[src/rtl/swc_pkg.sv]
package swc_pkg;

    typedef enum logic [2:0] {
        ST_SLEEP = 3'd0,
        ST_STBY  = 3'd1,
        ST_HSPD  = 3'd2,
        ST_WAKE  = 3'd3,
        ST_NORM  = 3'd4
    } swc_state_e;

    // Map an accepted pin selection to the active mode it requests.
    function automatic swc_state_e swc_decode(input logic [1:0] sel);
        case (sel)
            2'b01:   return ST_HSPD;
            2'b10:   return ST_WAKE;
            2'b11:   return ST_NORM;
            default: return ST_STBY;
        endcase
    endfunction

endpackage

[src/rtl/swc_mode_filter.sv]
module swc_mode_filter #(
    parameter int HOLD_TICKS = 2
) (
    input  logic       clk,
    input  logic       rst_n,
    input  logic       tick,
    input  logic [1:0] pins_i,
    output logic [1:0] acc_o
);
    localparam int HW = $clog2(HOLD_TICKS + 1);

    typedef struct packed {
        logic [1:0]    sync1;
        logic [1:0]    sync2;
        logic [1:0]    cand;
        logic [HW-1:0] hold;
        logic [1:0]    acc;
    } filt_t;

    filt_t st_d, st_q;

    always_comb begin
        st_d       = st_q;
        st_d.sync1 = pins_i;
        st_d.sync2 = st_q.sync1;
        if (tick) begin
            if (st_q.sync2 != st_q.cand) begin
                st_d.cand = st_q.sync2;
                st_d.hold = HW'(1);
                if (HOLD_TICKS == 1) begin
                    st_d.acc = st_q.sync2;
                end
            end else if (st_q.hold < HW'(HOLD_TICKS)) begin
                st_d.hold = st_q.hold + HW'(1);
                if (st_q.hold + HW'(1) == HW'(HOLD_TICKS)) begin
                    st_d.acc = st_q.cand;
                end
            end
        end
    end

    always_ff @(posedge clk or negedge rst_n) begin
        if (!rst_n) begin
            st_q <= '{sync1: 2'b00, sync2: 2'b00, cand: 2'b00,
                      hold: HW'(HOLD_TICKS), acc: 2'b00};
        end else begin
            st_q <= st_d;
        end
    end

    assign acc_o = st_q.acc;

endmodule

[src/rtl/swc_wake_filter.sv]
module swc_wake_filter #(
    parameter int FILT_TICKS = 4
) (
    input  logic clk,
    input  logic rst_n,
    input  logic tick,
    input  logic lvl_i,
    output logic evt_o
);
    localparam int CW = $clog2(FILT_TICKS + 1);

    typedef struct packed {
        logic          sync1;
        logic          sync2;
        logic [CW-1:0] cnt;
        logic          evt;
    } wake_t;

    wake_t st_d, st_q;

    always_comb begin
        st_d       = st_q;
        st_d.sync1 = lvl_i;
        st_d.sync2 = st_q.sync1;
        st_d.evt   = 1'b0;
        if (!st_q.sync2) begin
            st_d.cnt = '0;
        end else if (tick && (st_q.cnt < CW'(FILT_TICKS))) begin
            st_d.cnt = st_q.cnt + CW'(1);
            if (st_q.cnt == CW'(FILT_TICKS - 1)) begin
                st_d.evt = 1'b1;
            end
        end
    end

    always_ff @(posedge clk or negedge rst_n) begin
        if (!rst_n) begin
            st_q <= '0;
        end else begin
            st_q <= st_d;
        end
    end

    assign evt_o = st_q.evt;

endmodule

[src/rtl/swc_mode_fsm.sv]
module swc_mode_fsm
    import swc_pkg::*;
#(
    parameter int SLEEP_TICKS = 25000
) (
    input  logic       clk,
    input  logic       rst_n,
    input  logic       tick,
    input  logic [1:0] acc_i,
    input  logic       wake_evt_i,
    output swc_state_e state_o,
    output logic       irq_o
);
    localparam int TW = $clog2(SLEEP_TICKS);
    localparam logic [TW-1:0] LAST = TW'(SLEEP_TICKS - 1);

    typedef struct packed {
        swc_state_e    state;
        logic [TW-1:0] timer;
        logic          irq;
    } fsm_t;

    fsm_t st_d, st_q;

    always_comb begin
        st_d = st_q;
        case (st_q.state)
            ST_SLEEP, ST_STBY: begin
                if (acc_i != 2'b00) begin
                    st_d.state = swc_decode(acc_i);
                    st_d.irq   = 1'b0;
                end else if (wake_evt_i) begin
                    st_d.state = ST_STBY;
                    st_d.timer = '0;
                    st_d.irq   = 1'b1;
                end else if (tick && (st_q.state == ST_STBY)) begin
                    if (st_q.timer == LAST) begin
                        st_d.state = ST_SLEEP;
                        st_d.timer = '0;
                        st_d.irq   = 1'b0;
                    end else begin
                        st_d.timer = st_q.timer + TW'(1);
                    end
                end
            end
            default: begin
                if (acc_i == 2'b00) begin
                    st_d.state = ST_STBY;
                    st_d.timer = '0;
                end else begin
                    st_d.state = swc_decode(acc_i);
                end
            end
        endcase
    end

    always_ff @(posedge clk or negedge rst_n) begin
        if (!rst_n) begin
            st_q <= '{state: ST_STBY, timer: '0, irq: 1'b0};
        end else begin
            st_q <= st_d;
        end
    end

    assign state_o = st_q.state;
    assign irq_o   = st_q.irq;

endmodule

[src/rtl/swc_mode_ctrl.sv]
module swc_mode_ctrl
    import swc_pkg::*;
#(
    parameter int SLEEP_TICKS     = 25000,
    parameter int WAKE_FILT_TICKS = 4,
    parameter int MODE_HOLD_TICKS = 2
) (
    input  logic       clk,
    input  logic       rst_n,
    input  logic       tick,
    input  logic [1:0] mode_sel,
    input  logic       wake_lvl,
    input  logic       low_batt,
    output logic [2:0] mode_o,
    output logic       inh_o,
    output logic       rxd_irq_n,
    output logic       tx_en,
    output logic       shape_en,
    output logic       hv_drv
);
    logic [1:0] acc_sel;
    logic       wake_evt;
    logic       irq;
    swc_state_e state;

    swc_mode_filter #(.HOLD_TICKS(MODE_HOLD_TICKS)) mode_filt_i (
        .clk(clk), .rst_n(rst_n), .tick(tick), .pins_i(mode_sel), .acc_o(acc_sel)
    );

    swc_wake_filter #(.FILT_TICKS(WAKE_FILT_TICKS)) wake_filt_i (
        .clk(clk), .rst_n(rst_n), .tick(tick), .lvl_i(wake_lvl), .evt_o(wake_evt)
    );

    swc_mode_fsm #(.SLEEP_TICKS(SLEEP_TICKS)) fsm_i (
        .clk(clk), .rst_n(rst_n), .tick(tick), .acc_i(acc_sel),
        .wake_evt_i(wake_evt), .state_o(state), .irq_o(irq)
    );

    assign mode_o    = state;
    assign inh_o     = (state != ST_SLEEP);
    assign rxd_irq_n = ~irq;
    assign tx_en     = (state == ST_HSPD) || (state == ST_WAKE) || (state == ST_NORM);
    assign shape_en  = (state == ST_WAKE) || (state == ST_NORM);
    assign hv_drv    = (state == ST_WAKE) && !low_batt;

endmodule

[config.mk]
export PLATFORM = sky130hd
export DESIGN_NAME = swc_mode_ctrl
export DESIGN_NICKNAME = d
export VERILOG_FILES = /design/src/rtl/swc_pkg.sv /design/src/rtl/swc_mode_filter.sv /design/src/rtl/swc_wake_filter.sv /design/src/rtl/swc_mode_fsm.sv /design/src/rtl/swc_mode_ctrl.sv
export SDC_FILE = /design/constraint.sdc
export NUM_CORES = 1
export LEC_CHECK = 0
export BUFFER_PORTS_ARGS = -buffer_cell sky130_fd_sc_hd__clkbuf_2
export CAP_MARGIN = 20
export CORE_MARGIN = 1.5
export CORE_UTILIZATION = 58
export DETAILED_ROUTE_END_ITERATION = 12
export PLACE_DENSITY = 0.79
export SYNTH_ARGS = -nofsm -noshare
export SYNTH_HDL_FRONTEND = slang
export SYNTH_SLANG_ARGS = --single-unit
[constraint.sdc]
create_clock -name clk -period 2.4 [get_ports clk]
set_input_delay 0.12 -clock clk [delete_from_list [all_inputs] [get_ports clk]]
set_output_delay 0.12 -clock clk [all_outputs]
set_load 0.1 [all_outputs]
======== After elaboration in Yosys (flattened, before gate mapping) ========
Cells that the tools add are included.
operators by class
  divide/modulo/power cells ............... 0
  order comparisons ....................... 2
  reductions and logical operators ........ 22
  equal/unequal tests ..................... 16
  shift operators ......................... 0
  add/subtract/negate cells ............... 3
  muxes and demuxes ....................... 19
  bitwise gates (word level) .............. 2
  multiply operators ...................... 0
operators with widths
  cell                                                                      count
  15-bit two-way mux                                                        3
  19-bit two-way mux                                                        2
  18-bit two-way mux                                                        1
  15-bit by 1-bit adder with 15-bit output (second input constant)          1
  15-bit equality test (second input constant)                              1
  3-bit two-way mux                                                         4
  3-bit by 2-bit equality test with 1-bit output (second input constant)    3
  3-bit case mux with 3 select lines                                        1
  3-bit nonzero test                                                        3
  4-bit two-way mux                                                         2
  4-bit by 2-bit inequality test with 1-bit output (second input constant)  2
  2-bit equality test (second input constant)                               3
  2-bit AND reduction                                                       3
  3-bit AND reduction                                                       2
  2-bit nonzero test                                                        3
  1-bit two-way mux                                                         4
  2-bit two-way mux                                                         2
  2-bit inequality test (second input constant)                             2
  4-bit AND reduction                                                       1
  3-bit by 1-bit adder with 3-bit output (second input constant)            1
  3-bit by 1-bit equality test with 1-bit output (second input constant)    1
  3-bit equality test (second input constant)                               1
  1-bit logical AND                                                         3
  3-bit zero test                                                           1
  other kinds (11)                                                          14
word-level totals
  word-level logic and storage cells ...... 76
  bits in latches ......................... 0
  register bits ........................... 35
  memory bits (read-only) ................. 0
  memories kept ........................... 0
  output and inout port bits .............. 8
  input bits .............................. 7
  bits in writable memories ............... 0

======== Logic depth before layout (Yosys ltp) ========
  depth in word-level cells ............... 6
  gate-level depth with buffers ........... 7
  mapped depth without buffers ............ 6

======== By module ========
A second synthesis with hierarchy kept.
second synthesis, totals
  cell total of the unflattened synthesis .. 169
  area total of the unflattened synthesis .. 1793.0 sq um
by module, submodules not included
  module           cells each  sequential area each (sq um)  area an instance (sq um)  instances
  swc_mode_fsm     116         476.7                         1104.8                    1
  swc_mode_filter  26          251.5                         394.1                     1
  swc_wake_filter  19          150.1                         250.2                     1
  swc_mode_ctrl    8           0.0                           43.8                      1

======== Worst setup path before layout ========
Ideal clock, no wire load.
  path kind ............................... register to output
  start point ............................. register fsm_i.st_q, in the netlist fsm_i.state_o[1]
  end point ............................... output tx_en
  data required time ...................... 2.280 ns
  data arrival time ....................... 2.669 ns
  setup slack ............................. -0.389 ns
  cell stages (with the launch flop) ...... 3
  buffers on the path ..................... 0
  cell sequence ........................... dfrtp_1 -> inv_1 -> o21ai_0
on the way
  word-level cells in the longest chain between the ends .. 3
  elaborated cells between the ends (all ways) .. 5
  classes of those cells .................. eq/ne: 3; reduce/logical: 2
RTL lines
  item                                            RTL line             RTL
  from (decl)                                     swc_mode_fsm.sv:23   fsm_t st_d, st_q;
  from (signal assigned)                          swc_mode_fsm.sv:59   st_q <= '{state: ST_STBY, timer: '0, irq: 1'b0};
  from (signal assigned)                          swc_mode_fsm.sv:61   st_q <= st_d;
  3-bit by 2-bit equality test with 1-bit output  swc_mode_ctrl.sv:42  assign tx_en = (state == ST_HSPD) || (state == ST_WAKE) || (state == ST_NORM);
  1-bit logical OR                                swc_mode_ctrl.sv:42
  1-bit logical OR *                              swc_mode_ctrl.sv:42
  to (decl)                                       swc_mode_ctrl.sv:17  output logic tx_en,
Mark *: on every way between the ends. The rest lies on a longest branch, timed or not.

======== Worst setup path after layout ========
  start point ............................. register mode_filt_i.st_q, in the netlist mode_filt_i.acc_o[0]
  end point ............................... register fsm_i.st_q[14] in the netlist's numbering
on the way
  word-level cells in the longest chain between the ends .. 3
  elaborated cells between the ends (all ways) .. 5
  classes of those cells .................. eq/ne: 1; reduce/logical: 4
RTL lines
  item                                                                                 RTL line                                RTL
  from (decl)                                                                          swc_mode_filter.sv:20                   filt_t st_d, st_q;
  from (signal assigned)                                                               swc_mode_filter.sv:44                   st_q <= '{sync1: 2'b00, sync2: 2'b00, cand: 2'b00,
  from (signal assigned)                                                               swc_mode_filter.sv:47                   st_q <= st_d;
  2-bit nonzero test / 2-bit zero test (equally long branches)                         swc_mode_fsm.sv:29, swc_mode_fsm.sv:47
  2-bit inequality test (no source line) / 2-bit nonzero test (equally long branches)  --
  3-bit AND reduction (no source line) *                                               --
Marks and branches as above.
A chain may end at the register's enable or synchronous reset.

==> metrics.md <==
| Metric | Value |
|---|---|
| Post-route ant nets | `0` |
| RePlAce Congestion | `~0.93` |
| Critical Path RT | `2.67 ns` |
| Slowest CP cell | `or4b_4` |
| Final Hold Fails | `0` |
| Post-Synthesis Cell Area | `1730 um^2` |
| I/O pins | `15` |
| Worst Path Max Fanout | `10` |
| R2R setup slack | `0.21 ns` |
| Final Cell Area | `slightly below 2000 um^2` |
| Later-pin clock latency in the skew report | `0.34 ns` |
| Synth-to-layout area growth | `12.6%` |
| Port bufs | `14` |
| Failing checks | `design-rule violations` |
| Leak pwr | `0.000873 uW` |
| # clock sinks | `35` |
| CP Launch Type | `flop` |
| Share of the synthesized area in the top cell type | `0.477` |
| Final setup vio count | `0` |
| Synthesized instance count | `165` |
| Worst slew pin tran | `between 0.8 and 0.9 ns` |
| Clock Tree Root | `clkbuf_4` |
| # DRC | `2` |
| R2r startpoint | `mode_filt_i.acc_o[0]` |
| Delay-heaviest family, CP | `simple AND/OR/NAND/NOR gates` |
| First-pass GRT wire length | `5.53 mm` |
| Initial Utilization | `0.618` |
| Reg2reg end | `fsm_i.st_q[14]` |
| Pre-antenna DRT Iters | `8` |
| Fin nets | `197` |
| Max IR drop VDD | `0.566 mV` |
| Largest net degree at the start of global routing | `36` |
| Clock skew | `0.00902 ns` |
| CTS Buffer Depth | `2` |
| Via count | `approximately 1300` |
| Total CTS buffers | `5` |
| Synth warn | `0` |
| Slowest stage delay, CP | `0.56 ns` |
| Leading area contributor after synthesis | `dfrtp_1` |
| Synth area leaders | `dfrtp_1 (48%), ha_1 (4.3%), xnor2_1 (4.0%), dfstp_2 (3.0%), a21oi_1 (2.9%)` |
| WHS Endpoint | `mode_filt_i.st_q[3]` |
| Hpwl dp | `~2.2 mm` |
| Synth Net Count | `178` |
| Worst r2r path cells | `6` |
| Die area | `3320 um^2` |
| CP arrival | `~2.5 ns` |
| Row count | `19` |
| Outcome | `complete, but fails checks` |
| Drt total wl | `3.09 mm` |
| Initial DRC Count | `61` |
| Antenna diodes | `0` |
| Ys flop type | `dfrtp_1` |
| Most frequent cell after synthesis | `dfrtp_1` |
| Crit path kind | `reg -> reg` |
| # H-tree levels | `2` |
| Max cap viols | `0` |
| Startpoint of the worst hold path | `tick` |
| Initial antenna violation count | `0` |
| Synth cell count leaders | `dfrtp_1 (33), nor2_1 (12), a21oi_1 (10), nand2_1 (10)` |
| Pwr/cell area | `1150 nW/um^2` |
| Cell Chain, Critical Path | `inv_1 > ha_1 > nand4_1 > or4b_4 > or3_1 > a21oi_1` |
| Worst Path Buf+Inv | `1` |
| Max Freq | `456 MHz` |
| Pins Over Slew Limit | `0` |
| Share of post-route cells with drive strength above 1 | `0.178` |
| Post-CTS Setup Inserts | `0` |
| Worst hold path type | `in -> reg` |
| Vias per inst | `5.91` |
| Total global-route track usage | `0.223` |
| Reg clk slew, reported paths | `0.10 ns` |
| Setup crit end kind | `flop` |
| Hold slack final | `~0.13 ns` |
| Vias in the first global route | `1290` |
| Die width | `57.7 um` |
| Hold path depth | `2` |
| Sequential area share after synthesis | `0.507` |
| Setup TNS | `0 ns` |
| Fin crit share | `0.913` |
| Async S/R FF share, synth | `1.00` |
| Crit path time final | `2.19 ns` |
| CTS tree | `built` |
| Cell area after placement | `1810 um^2` |
| GR Overflow Total | `0` |
| Syn_area_per_cell | `between 10 and 15 um^2` |
| Die Ht | `57.7 um` |
| Unrepaired setup endpoints after global routing | `no` |
| Core ar. | `around 2800 um^2` |
| Unique masters post-synth | `36` |
| Slew headroom | `0.449` |
| Routed len/inst | `14.3 um` |
| Post-synth EDFFs | `0` |
| Yosys reg bits | `35` |
-- layout make-up --
| class | count | area [um^2] |
|---|---|---|
| sequential | 35 | 878 |
| fill | 222 | 855 |
| multi-input combinational | 115 | 785 |
| timing repair buffer | 19 | 118 |
| clock inverter | 2 | 60.1 |
| clock buffer | 6 | 41.3 |
| tap | 31 | 38.8 |
| inverter | 8 | 30.0 |
-- cell families after synthesis --
| group | after synthesis | share of synthesized area |
|---|---|---|
| xor gates and xnor gates | 11 | 0.0556 |
| adders and majority gates | 6 | 0.0433 |
| muxes | 5 | 0.0318 |
| and+or+nand+nor | 66 | 0.216 |
| buffers and inverters | 15 | 0.0404 |
| AOI/OAI and AO/OA | 27 | 0.106 |
| DFF | 35 | 0.507 |
-- power by group --
part	internal (uW)	switching, uW
clock network	325	192
logic	215	724
registers	678	110
total	1220	1030
-- metrics by stage --
step / power [uW] / util / std cells / worst slack, ns
floorplan: 1610 / - / 165 / 0.0281
global placement: 1710 / 0.645 / 204 / 0.329
detailed placement: 1740 / 0.645 / 204 / 0.216
CTS: 2270 / 0.695 / 216 / 0.187
global route: 2360 / 0.695 / 216 / 0.0427
finish: 2240 / 0.695 / 216 / 0.208
-- cells in the final DEF (no fill, tap or decap), types with 2 or more instances in the layout --
cell type / n
dfrtp_1: 33
xnor2_1: 8
o21ai_0: 7
mux2_2: 4
inv_1: 8
dlygate4sd3_1: 4
clkbuf_2: 14
a21oi_1: 10
nand3_1: 7
and2_1: 3
nor4_1: 3
nand2b_1: 3
bufinv_16: 2
xor2_1: 3
nor2b_1: 2
nand4_1: 7
clkbuf_4: 5
nand2_1: 10
nor3_1: 6
or3_1: 6
dfstp_2: 2
and3_1: 2
nor2_1: 12
a21boi_0: 3
ha_1: 6
-- registers in the layout, indices dropped and copies added, names as in the netlist --
name and flops:
wake_filt_i.st_q 4, wake_filt_i.evt_o 1, fsm_i.irq_o 1, wake_filt_i.st_d 1, mode_filt_i.st_d 2, fsm_i.state_o 3, mode_filt_i.acc_o 2, fsm_i.st_q 15
mode_filt_i.st_q 6
-- repair_timing --
action,4_1_cts,5_1_grt
hold endpoints to repair,36,0
hold buffers,4,0
gates resized for setup,0,0
-- worst max path at each step --
stage	from	endpoint	slack, ns	cells after the start
detailed placement	mode_filt_i.acc_o[0]	fsm_i.st_q[14]	0.22	6
global placement	mode_filt_i.acc_o[0]	fsm_i.st_q[12]	0.33	6
CTS	mode_filt_i.acc_o[0]	fsm_i.st_q[14]	0.19	6
global route	mode_filt_i.acc_o[0]	fsm_i.st_q[14]	0.04	6
floorplan	fsm_i.state_o[0]	hv_drv	0.03	3
finish	mode_filt_i.acc_o[0]	fsm_i.st_q[14]	0.21	6
-- per-layer routing --
metal / wire length (um) / part of all wire / vias up / GRT usage
li1: - / - / 618 / -
met1: 1400 / 0.45 / 614 / 0.268
met3: 138 / 0.045 / 12 / 0.0647
met2: 1460 / 0.47 / 33 / 0.359
met5: 0 / 0 / - / 0
met4: 95 / 0.031 / 0 / 0.130
Power figures use the tool's default switching activity.
